==> src/rtl/gpio_port_pkg.sv <==
package gpio_port_pkg;
   localparam int ADDR_W = 3;
   typedef enum logic [ADDR_W-1:0] {
      ADR_PORT  = 3'd0,
      ADR_LATCH = 3'd1,
      ADR_DIR   = 3'd2,
      ADR_ANSEL = 3'd3,
      ADR_PULL  = 3'd4
   } gpio_addr_e;
endpackage

==> src/rtl/gpio_port_sync.sv <==
module gpio_port_sync #(
   parameter int WIDTH  = 8,
   parameter int STAGES = 2
) (
   input  logic             clk,
   input  logic             rst_n,
   input  logic [WIDTH-1:0] d,
   output logic [WIDTH-1:0] q
);
   logic [WIDTH-1:0] stage_q [STAGES];

   always_ff @(posedge clk or negedge rst_n) begin
      if (!rst_n) begin
         for (int k = 0; k < STAGES; k++) stage_q[k] <= '0;
      end else begin
         stage_q[0] <= d;
         for (int k = 1; k < STAGES; k++) stage_q[k] <= stage_q[k-1];
      end
   end

   assign q = stage_q[STAGES-1];
endmodule

==> src/rtl/gpio_port_regs.sv <==
module gpio_port_regs
   import gpio_port_pkg::*;
#(
   parameter int WIDTH      = 8,
   parameter bit HAS_PULLUP = 1'b1
) (
   input  logic              clk,
   input  logic              rst_n,
   input  logic [ADDR_W-1:0] addr,
   input  logic              wr_en,
   input  logic [WIDTH-1:0]  wr_data,
   input  logic [WIDTH-1:0]  pin_sync,
   output logic [WIDTH-1:0]  rd_data,
   output logic [WIDTH-1:0]  latch_q,
   output logic [WIDTH-1:0]  dir_q,
   output logic [WIDTH-1:0]  ansel_q,
   output logic [WIDTH-1:0]  pull_q
);
   logic sel_latch, sel_dir, sel_ansel;

   assign sel_latch = wr_en && (addr == ADR_PORT || addr == ADR_LATCH);
   assign sel_dir   = wr_en && (addr == ADR_DIR);
   assign sel_ansel = wr_en && (addr == ADR_ANSEL);

   always_ff @(posedge clk or negedge rst_n) begin
      if (!rst_n) begin
         latch_q <= '0;
         dir_q   <= '1;
         ansel_q <= '1;
      end else begin
         if (sel_latch) latch_q <= wr_data;
         if (sel_dir)   dir_q   <= wr_data;
         if (sel_ansel) ansel_q <= wr_data;
      end
   end

   generate
      if (HAS_PULLUP) begin : g_pull
         always_ff @(posedge clk or negedge rst_n) begin
            if (!rst_n)                         pull_q <= '0;
            else if (wr_en && addr == ADR_PULL) pull_q <= wr_data;
         end
      end else begin : g_no_pull
         assign pull_q = '0;
      end
   endgenerate

   always_comb begin
      case (addr)
         ADR_PORT:  rd_data = pin_sync & ~ansel_q;
         ADR_LATCH: rd_data = latch_q;
         ADR_DIR:   rd_data = dir_q;
         ADR_ANSEL: rd_data = ansel_q;
         ADR_PULL:  rd_data = pull_q;
         default:   rd_data = '0;
      endcase
   end
endmodule

==> src/rtl/gpio_port_pad_ctl.sv <==
module gpio_port_pad_ctl #(
   parameter int WIDTH = 8
) (
   input  logic [WIDTH-1:0] latch_q,
   input  logic [WIDTH-1:0] dir_q,
   input  logic [WIDTH-1:0] pull_q,
   input  logic [WIDTH-1:0] periph_en,
   input  logic [WIDTH-1:0] periph_out,
   output logic [WIDTH-1:0] pin_out,
   output logic [WIDTH-1:0] pin_oe,
   output logic [WIDTH-1:0] pin_pu
);
   generate
      for (genvar i = 0; i < WIDTH; i++) begin : g_pin
         assign pin_oe[i]  = periph_en[i] | ~dir_q[i];
         assign pin_out[i] = periph_en[i] ? periph_out[i] : latch_q[i];
         assign pin_pu[i]  = pull_q[i];
      end
   endgenerate
endmodule

==> src/rtl/gpio_port.sv <==
module gpio_port
   import gpio_port_pkg::*;
#(
   parameter int WIDTH       = 8,
   parameter int SYNC_STAGES = 2,
   parameter bit HAS_PULLUP  = 1'b1
) (
   input  logic              clk,
   input  logic              rst_n,
   input  logic [ADDR_W-1:0] addr,
   input  logic              wr_en,
   input  logic [WIDTH-1:0]  wr_data,
   output logic [WIDTH-1:0]  rd_data,
   input  logic [WIDTH-1:0]  pin_in,
   output logic [WIDTH-1:0]  pin_out,
   output logic [WIDTH-1:0]  pin_oe,
   output logic [WIDTH-1:0]  pin_pu,
   input  logic [WIDTH-1:0]  periph_en,
   input  logic [WIDTH-1:0]  periph_out
);
   generate
      if (WIDTH < 1 || WIDTH > 32) begin : g_bad_width
         $error("gpio_port: WIDTH must be 1..32");
      end
      if (SYNC_STAGES < 2) begin : g_bad_sync
         $error("gpio_port: SYNC_STAGES must be at least 2");
      end
   endgenerate

   logic [WIDTH-1:0] pin_sync;
   logic [WIDTH-1:0] latch_q, dir_q, ansel_q, pull_q;

   gpio_port_sync #(.WIDTH(WIDTH), .STAGES(SYNC_STAGES)) u_sync (
      .clk(clk), .rst_n(rst_n), .d(pin_in), .q(pin_sync)
   );

   gpio_port_regs #(.WIDTH(WIDTH), .HAS_PULLUP(HAS_PULLUP)) u_regs (
      .clk(clk), .rst_n(rst_n), .addr(addr), .wr_en(wr_en),
      .wr_data(wr_data), .pin_sync(pin_sync), .rd_data(rd_data),
      .latch_q(latch_q), .dir_q(dir_q), .ansel_q(ansel_q), .pull_q(pull_q)
   );

   gpio_port_pad_ctl #(.WIDTH(WIDTH)) u_pad (
      .latch_q(latch_q), .dir_q(dir_q), .pull_q(pull_q),
      .periph_en(periph_en), .periph_out(periph_out),
      .pin_out(pin_out), .pin_oe(pin_oe), .pin_pu(pin_pu)
   );
endmodule

==> config.mk <==
export PLATFORM = sky130hd
export DESIGN_NAME = gpio_port
export DESIGN_NICKNAME = d
export VERILOG_FILES = /design/src/rtl/gpio_port_pkg.sv /design/src/rtl/gpio_port_sync.sv /design/src/rtl/gpio_port_regs.sv /design/src/rtl/gpio_port_pad_ctl.sv /design/src/rtl/gpio_port.sv
export SDC_FILE = /design/constraint.sdc
export NUM_CORES = 1
export LEC_CHECK = 0
export BUFFER_PORTS_ARGS = -buffer_cell sky130_fd_sc_hd__clkbuf_2
export CAP_MARGIN = 20
export CORE_MARGIN = 2
export CORE_UTILIZATION = 40
export CTS_CLUSTER_SIZE = 30
export DETAILED_ROUTE_END_ITERATION = 10
export PLACE_DENSITY = 0.68
export SLEW_MARGIN = 20
export SYNTH_ARGS = -nofsm -noshare
export SYNTH_HDL_FRONTEND = slang
export SYNTH_SLANG_ARGS = --single-unit
==> constraint.sdc <==
create_clock -name clk -period 1.85 [get_ports clk]
set_input_delay 0 -clock clk [delete_from_list [all_inputs] [get_ports clk]]
set_output_delay 0 -clock clk [all_outputs]
set_load 0.01 [all_outputs]
==> metrics <==
P&R area growth vs syn=32.2%; Worst setup EP type=output port; clock power share=0.268; power per cell area=954 nW/um^2; worst r2r path cells=1; measured slew at the worst slew-check pin=0.585 ns; CP Max Fanout=3; WP buf/inv=1; final clock skew=0.000468 ns; first-pass detailed-route iteration total=4; number of distinct library cells after synthesis=27; Rel. slew slack=0.610; CTS clk-pin slew, worst paths=0.09 ns; Power, Total=2.77 mW; Worst EP required=1.85 ns; dpl hpwl=3340 um; WP depth=3; Net Count, Synth=191; antenna viol nets, final=0; # IOs=70; WP data arrival=1.48 ns; port bufs=69; Top delay family on crit path=flip-flops; Worst Hold Depth=4; total core area=5200 sq um; final-report hold violation count=0; cell row count=26; # nets final=282; die area=6110 sq um; Sw Ratio=0.267; Area after DPL=2620 sq um; largest net degree at the start of global routing=49; Finish-stage setup viols=0; Fmax=677 MHz; # clock sinks=48; GPL Wtd Cong=0.842; Max Cap Viol=0; initial antenna violation count=0; CTS Buf Count=5; Most used DFF post-synth=dfrtp_1; Post-synth EDFFs=0; Setup CP Type=reg2out; Synth Register Bits=48; Non-Filler Instances=315; Worst path slowest cell=dfstp_2; Seq/Total Area, Yosys=0.555; Yosys warning total=0; Total Routing Usage GR=0.165; worst slack, placed=0.446 ns; clock root buffer=clkbuf_8; setup ws final=0.373 ns; Synth Cell Area=2200 sq um; Pleak=1.30 nW; Peak VDD IR=756 uV; top routing layer used=met4; WL/cell=15.2 um; crit path cell chain=a221oi_1 -> o32ai_1 -> clkbuf_2; Syn Inst Count=153; via/cell ratio=5.00; H-tree levels=2; dpl cells=290; unrepaired setup endpoints after global routing=false; initial detailed-routing violation count=68; Final Max Slew Viols=0; final core utilization=0.558; worst skew pair latency=0.28 ns; Die X=78.1 um; Seq pwr share=0.508; synthesized area per cell=14.4 sq um; total negative slack=0 ns; Comb power frac=0.224; Internal=2.03 mW; total gr overflow=0; slowest stage delay, CP=0.56 ns; Hold Crit Class=in2reg; met2 WL=2460 um; crit path launch type=flop; Tmin final=1.48 ns; first-pass GRT wire length=8000 um; CTS tree=built; asr flop ratio synth=1.00; switching power=0.740 mW; DRC violations left=0; postcts setup bufs=0; met1 wire length=2070 um; Tcrit/Tclk final=0.798; DR vias=1574; status=completed; layout cells sized above 1=0.604; chip height=78.1 um; # diodes=0; worst hold margin=0.253 ns; Starting Density=0.422; Bufs on Longest Clock Path=2; design area=2910 sq um; number of global-route vias before repair=1641; DRT Wirelength=4770 um; met3 routed WL=192 um
[flip-flops by register name, summed over array words and instances (netlist names)]
signal and cells:
u_regs.ansel_q 8, u_regs.pull_q 8, u_regs.dir_q 8, u_sync.q 8, u_regs.latch_q 8, u_sync.stage_q 8
[tightest hold or removal path: cells and delay by family]
family | cells | cell delay, ns
multiplexers | 1 | 0.22
buffers and inverters | 1 | 0.12
AND/OR/NAND/NOR | 2 | 0.17
[cell type report]
class / count / area (sq um)
Multi-Input combinational cell: 97 / 928
Tap cell: 70 / 87.6
Timing Repair Buffer: 91 / 553
Inverter: 1 / 3.75
Fill cell: 446 / 2300
Clock buffer: 5 / 68.8
Sequential cell: 48 / 1220
Clock inverter: 3 / 42.5
[synthesized netlist by cell type, drive strengths merged (2+ instances only)]
library cell / n / area, sq um
dfrtp: 32 / 801
buf: 5 / 37.5
nor2: 4 / 15.0
nand2b: 8 / 50.1
a221oi: 3 / 26.3
a21oi: 4 / 20.0
mux2: 45 / 537
o32ai: 3 / 26.3
a21boi: 3 / 22.5
nor4b: 4 / 35.0
nor2b: 2 / 20.0
dfstp: 16 / 420
and2b: 2 / 15.0
o22ai: 4 / 25.0
clkbuf: 2 / 7.51
a22oi: 8 / 60.1
[kinds of logic after synthesis]
family                 after synthesis  synth area share
AOI/OAI and AO/OA                   27            0.0894
buffers and inverters                8            0.0222
DFF                                 48             0.555
muxes                               45             0.244
and+or+nand+nor                     25            0.0888
[power by group through the flow]
stage / combinational (mW) / clock (mW) / sequential, mW
6_report: 0.622 / 0.742 / 1.41
5_1_grt: 0.679 / 0.812 / 1.44
4_1_cts: 0.630 / 0.761 / 1.41
3_5_place_dp: 0.600 / 0 / 1.43
3_3_place_gp: 0.586 / 0 / 1.43
2_1_floorplan: 0.367 / 0 / 1.39
[repair_timing]
item                      4_1_cts  5_1_grt
hold endpoints to repair       59        0
gates resized for setup         0        0
hold buffers                   17        0
[final timing paths]
| kind | from | end | slack (ns) |
|---|---|---|---|
| setup / recovery | u_regs.dir_q[1] | rd_data[1] | 0.37 |
| hold / removal | wr_en | u_regs.pull_q[6] | 0.25 |
| setup reg to reg | u_regs.latch_q[2] | u_regs.latch_q[2] | 1.05 |
| hold reg to reg | u_sync.stage_q[14] | u_sync.q[6] | 0.35 |
| max in group asynchronous | rst_n | u_sync.q[2] | 1.13 |
| min in group asynchronous | rst_n | u_regs.latch_q[7] | 0.33 |
[layout by cell type, fill, tap and decap left out, types with 2 or more instances in the layout]
master	n
o32ai_1	3
nor4b_1	4
o22ai_1	4
a221oi_1	3
mux2_4	8
clkbuf_8	5
dfstp_2	16
nor2_1	4
a21oi_1	4
clkbuf_2	69
buf_4	5
and2b_1	2
a22oi_1	8
dfrtp_1	32
mux2_2	37
nand2b_1	8
a21boi_0	3
dlygate4sd3_1	17
[layer usage]
| layer | vias up | track usage |
|---|---|---|
| li1 | 750 | - |
| met1 | 779 | 0.207 |
| met2 | 41 | 0.285 |
| met3 | 4 | 0.0322 |
| met4 | 0 | 0.0561 |
| met5 | - | 0 |
(Power assumes the default switching activity.)
